**src/rtl/mulpipe_pkg.sv**
```systemverilog
package mulpipe_pkg;
    // Operand and product width; the step count follows from it.
    localparam int unsigned DEF_W = 32;
endpackage

```
**src/rtl/mul_partial.sv**
```systemverilog
// Combinational core of one iteration: conditional add plus both shifts.
module mul_partial #(
    parameter int unsigned W = mulpipe_pkg::DEF_W
) (
    input  logic [W-1:0] acc_i,
    input  logic [W-1:0] mcand_i,
    input  logic [W-1:0] mplier_i,
    output logic [W-1:0] acc_n,
    output logic [W-1:0] mcand_n,
    output logic [W-1:0] mplier_n
);
    always_comb begin
        acc_n    = mplier_i[0] ? (acc_i + mcand_i) : acc_i;
        mcand_n  = {mcand_i[W-2:0], 1'b0};
        mplier_n = {1'b0, mplier_i[W-1:1]};
    end
endmodule

```
**src/rtl/mul_step.sv**
```systemverilog
// One registered iteration of the shift-add loop.
module mul_step #(
    parameter int unsigned W = mulpipe_pkg::DEF_W
) (
    input  logic         clk,
    input  logic         rst_n,
    input  logic         vld_i,
    input  logic [W-1:0] acc_i,
    input  logic [W-1:0] mcand_i,
    input  logic [W-1:0] mplier_i,
    output logic         vld_o,
    output logic [W-1:0] acc_o,
    output logic [W-1:0] mcand_o,
    output logic [W-1:0] mplier_o
);
    logic [W-1:0] acc_n, mcand_n, mplier_n;

    mul_partial #(.W(W)) u_partial (
        .acc_i   (acc_i),
        .mcand_i (mcand_i),
        .mplier_i(mplier_i),
        .acc_n   (acc_n),
        .mcand_n (mcand_n),
        .mplier_n(mplier_n)
    );

    // Occupancy flag: the only reset state in the stage.
    always_ff @(posedge clk or negedge rst_n) begin
        if (!rst_n) vld_o <= 1'b0;
        else        vld_o <= vld_i;
    end

    // Data registers carry no reset; bubbles move them along harmlessly.
    always_ff @(posedge clk) begin
        acc_o    <= acc_n;
        mcand_o  <= mcand_n;
        mplier_o <= mplier_n;
    end

    // acc + mcand*mplier (mod 2^W) is conserved across every step.
    logic [W-1:0] inv_in, inv_out;
    assign inv_in  = acc_i + mcand_i * mplier_i;
    assign inv_out = acc_o + mcand_o * mplier_o;

    a_r1_sum_invariant: assert property (@(posedge clk) disable iff (!rst_n)
        vld_i |=> (inv_out == $past(inv_in)));

    a_r2_valid_delay: assert property (@(posedge clk) disable iff (!rst_n)
        1'b1 |=> (vld_o == $past(vld_i)));
endmodule

```
**src/rtl/mul_unrolled.sv**
```systemverilog
// Fully unrolled, fully pipelined unsigned shift-add multiplier.
module mul_unrolled #(
    parameter int unsigned W = mulpipe_pkg::DEF_W
) (
    input  logic         clk,
    input  logic         rst_n,
    input  logic         in_valid,
    input  logic [W-1:0] in_a,
    input  logic [W-1:0] in_b,
    output logic         out_valid,
    output logic [W-1:0] out_prod
);
    localparam int unsigned STAGES = W;
    localparam int unsigned CW     = $clog2(STAGES + 1);

    logic         vld    [0:STAGES];
    logic [W-1:0] acc    [0:STAGES];
    logic [W-1:0] mcand  [0:STAGES];
    logic [W-1:0] mplier [0:STAGES];

    assign vld[0]    = in_valid;
    assign acc[0]    = '0;
    assign mcand[0]  = in_a;
    assign mplier[0] = in_b;

    for (genvar i = 0; i < STAGES; i++) begin : g_step
        mul_step #(.W(W)) u_step (
            .clk     (clk),
            .rst_n   (rst_n),
            .vld_i   (vld[i]),
            .acc_i   (acc[i]),
            .mcand_i (mcand[i]),
            .mplier_i(mplier[i]),
            .vld_o   (vld[i+1]),
            .acc_o   (acc[i+1]),
            .mcand_o (mcand[i+1]),
            .mplier_o(mplier[i+1])
        );
    end

    assign out_valid = vld[STAGES];
    assign out_prod  = acc[STAGES];

    // Edges seen since reset release, saturating at the pipeline depth.
    logic [CW-1:0] since_rst;
    always_ff @(posedge clk or negedge rst_n) begin
        if (!rst_n)                          since_rst <= '0;
        else if (since_rst < CW'(STAGES))    since_rst <= since_rst + 1'b1;
    end

    a_r5_idle_after_reset: assert property (@(posedge clk) disable iff (!rst_n)
        (since_rst < CW'(STAGES)) |-> !out_valid);

    // After all steps, every multiplier bit and every multiplicand bit has been shifted out.
    a_r1_operands_drained: assert property (@(posedge clk) disable iff (!rst_n)
        out_valid |-> (mplier[STAGES] == '0 && mcand[STAGES] == '0));
endmodule

```
**config.mk**
```make
export PLATFORM = sky130hd
export DESIGN_NAME = mul_unrolled
export DESIGN_NICKNAME = d
export VERILOG_FILES = /design/src/rtl/mulpipe_pkg.sv /design/src/rtl/mul_partial.sv /design/src/rtl/mul_step.sv /design/src/rtl/mul_unrolled.sv
export SDC_FILE = /design/constraint.sdc
export NUM_CORES = 2
export LEC_CHECK = 0
export BUFFER_PORTS_ARGS = -buffer_cell sky130_fd_sc_hd__buf_2
export CAP_MARGIN = 10
export CORE_ASPECT_RATIO = 0.8
export CORE_UTILIZATION = 35
export CTS_CLUSTER_SIZE = 40
export DETAILED_ROUTE_END_ITERATION = 16
export GPL_ROUTABILITY_DRIVEN = 0
export SYNTH_ARGS = -nofsm -noshare
export SYNTH_HDL_FRONTEND = slang
export SYNTH_SLANG_ARGS = --single-unit
```
**constraint.sdc**
```tcl
create_clock -name clk -period 3.5 [get_ports clk]
set_input_delay 0.35 -clock clk [delete_from_list [all_inputs] [get_ports clk]]
set_output_delay 0.35 -clock clk [all_outputs]
set_load 0.01 [all_outputs]
```
==> results.toml <==
[floorplan]
die_area_um2 = 196000
num_rows = 144
die_h_um = 396
io_pins = 100
start_util_pct = 35.2
fp.dieW_um = 494
core_area_um2 = 193000

[run_status]
outcome = "finished, final reports clean"

[worst_setup_path]
crit_top_cell = "a31oi_1"
crit_fanout = 3
cp.depth = 13
r2r_cells = 13
endpoint = "g_step[1].u_step.acc_o[31]"
max_stage_delay_ps = 400
rrSetupSlack_ps = 110
worst-path-buf-inv = 2
r2r-end = "g_step[1].u_step.acc_o[31]"
worst_path_max_delay_cell = "o21ai_0"
crit_family = "compound AO/OA/AOI/OAI gates"
cp.arrival_ps = 4070
criticalPathCategory = "flip-flop to flip-flop"
startpoint = "g_step[0].u_step.mcand_o[1]"
setup.worst_path.start_class = "flip-flop"
cp-end-kind = "flip-flop"
crit_chain = "ha_1, inv_1, fa_1, nand2b_1, a21oi_1, o41ai_2, o31ai_1, buf_4, a31oi_1, o21ai_0, a31oi_1, o311a_1, xnor2_1"
r2r_start = "g_step[0].u_step.mcand_o[1]"
cp_data_required_time_ps = 4170

[clock_network]
cts_buffer_depth = 3
cts_htree_levels = 4
clock_sinks = 2048
cts_made_buffers = 198
clk_latency_ps = 820
clk_pin_slew_ps = 60
cts_tree = "built"
cts_root_buf = "clkbuf_16"

[synth]
synth_area_per_cell_um2 = 12.2
yosysUniqueCellTypes = 78
synth_top_area_cell = "dfxtp_1"
netlist_instances = 5564
synth_top_flop_cell = "dfxtp_1"
syn-cell-area_um2 = 67900
yosysTopAreaCellShare_pct = 59.4
yosys_register_bits = 2048
synth-async-reset-ratio_pct = 1.56
ys_warn_count = 0
synth-edff-count = 0
ys_seq_area_share_pct = 60.6
synth_nets = 6124
synth.most_common_cell = "dfxtp_1"
synthTopCellsByCount = "dfxtp_1, ha_1, mux2_2, a21oi_1, xnor2_1"
synthTopCellsByArea = "dfxtp_1, ha_1, mux2_2"

[pwr]
p_int_w = 0.0544
p_per_area_nw_per_um2 = 968
p_clk_share_pct = 29.5
leakage_nw = 34.1
max-vdd-ir-drop_mv = 0.435
combPwrFrac_pct = 29.0
sw_frac_of_total_pct = 29.4
p_seq_share_pct = 41.4
power_switching_w = 0.0226

[grt]
grtUsageMet2_pct = 18.2
grt_pass1_vias = 39400
grt_max_degree = 44
gr-usage-met3_pct = 2.77
grt_first_pass_wirelength_um = 186000
overflow = 0
grt.busiest_layer = "met2"
grt.met1_usage_pct = 14.1
grt_usage_pct = 11.2
antenna_found_initial = 0

[placement]
place_inst = 8158
dp_hpwl_um = 75700
port_buffers = 99
dpl_worst_slack_ps = -221

[sta]
setup_viol = 0
max_slew_margin_pct = 27.6
fin_crit_ps = 3390
fin_skew_ps = 44.6
grt_setup_unrepaired = "true"
holdWs_ps = 114
fin_setup_tns_ps = 0
tightest_slew_ps = 1080
slew_viol_final = 0
hold_viol_final = 0
fin_ws_ps = 106
finalCritPeriodShare_pct = 97.0
fmax_mhz = 295

[route]
vias_per_cell = 4.53
drtIter0Drc = 1392
ant_nets = 0
drt_pre_antenna_iters = 5
vias = 39000
drt-total-wl_um = 109000
wire_per_inst_um = 12.7
drcViolationCount = 0

[worst_hold_path]
hold_path.class = "primary input to async pin"

[layout]
final_layout_size_suffix_gt1_share_pct = 15.2
nNetsFinal = 6432
finalNonFillerCells = 8600
fillCellCount = 17700
antenna_cells = 0
syn_to_final_growth_pct = 17.1

[run]
max-cap-violations = 0
==> kinds of logic after synthesis <==
| group | Yosys count | synth area share (%) |
|---|---|---|
| simple gates | 877 | 6.48 |
| xor+xnor | 382 | 4.93 |
| buf+inv | 302 | 1.85 |
| mux | 397 | 6.53 |
| flops | 2048 | 60.6 |
| compound gates | 1065 | 10.2 |
| fa+ha+maj | 493 | 9.41 |
==> layout make-up <==
type / count / area, um2 / share of cell area [%]
Clock buffer: 269 / 5630 / 7.08
Multi-Input combinational cell: 3214 / 25600 / 32.2
Inverter: 188 / 706 / 0.887
Tap cell: 2555 / 3200 / 4.02
Sequential cell: 2048 / 41200 / 51.8
Clock inverter: 104 / 1630 / 2.05
Timing Repair Buffer: 222 / 1580 / 1.99
==> repair_timing <==
| action | in CTS | in global routing |
|---|---|---|
| setup buffers | 0 | 3 |
| hold endpoints to repair | 127 | 0 |
| hold buffers | 66 | 0 |
| pin swaps | 1 | 12 |
| resized for setup | 5 | 28 |
| setup endpoints to repair | 3 | 21 |
==> sequential cells by signal, summed over array words and instances, names as in the netlist <==
register,cells
g_step.u_step.acc_o,1024
g_step.u_step.mcand_o,496
g_step.u_step.mplier_o,496
g_step.u_step.vld_o,32
==> per-stage QoR <==
stage / total power [W] / utilization, % / cell area, um2
final: 0.0770 / 41.3 / 79500
after global routing: 0.0824 / 41.3 / 79500
after CTS: 0.0778 / 41.2 / 79400
after detailed placement: 0.0543 / 37.1 / 71400
after global placement: 0.0535 / 37.1 / 71400
after floorplan: 0.0498 / - / 67900
==> power by group through the flow <==
stage	Combinational [W]	Clock, W	Sequential (W)
finish	0.0223	0.0227	0.0319
global route	0.0251	0.0247	0.0326
CTS	0.0222	0.0237	0.0320
detailed placement	0.0218	0	0.0325
global placement	0.0211	0	0.0324
floorplan	0.0182	0	0.0315
==> placed cells by master, fill, tap and decap left out, types with 165 or more instances in the layout <==
cell type,count
o21ai_0,165
a21oi_1,328
xnor2_1,295
nand2_1,178
clkbuf_16,199
nor2_1,225
ha_1,463
inv_1,186
a21o_1,174
dfxtp_1,2015
mux2_2,366
==> per-layer routing <==
metal	wire, um	vias up
met2	48800	622
met4	3870	0
met1	52200	18000
met3	4590	297
met5	0	-
li1	-	20100
==> worst min-delay path by stage <==
stage,startpoint,slack (ps),endpoint
floorplan,rst_n,50,g_step[0].u_step.vld_o
global placement,g_step[17].u_step.mplier_o[13],310,g_step[18].u_step.mplier_o[12]
detailed placement,g_step[9].u_step.mplier_o[6],310,g_step[10].u_step.mplier_o[5]
CTS,rst_n,40,g_step[31].u_step.vld_o
global route,in_b[17],80,g_step[0].u_step.mplier_o[16]
finish,rst_n,110,g_step[31].u_step.vld_o
(Power assumes the default switching activity.)
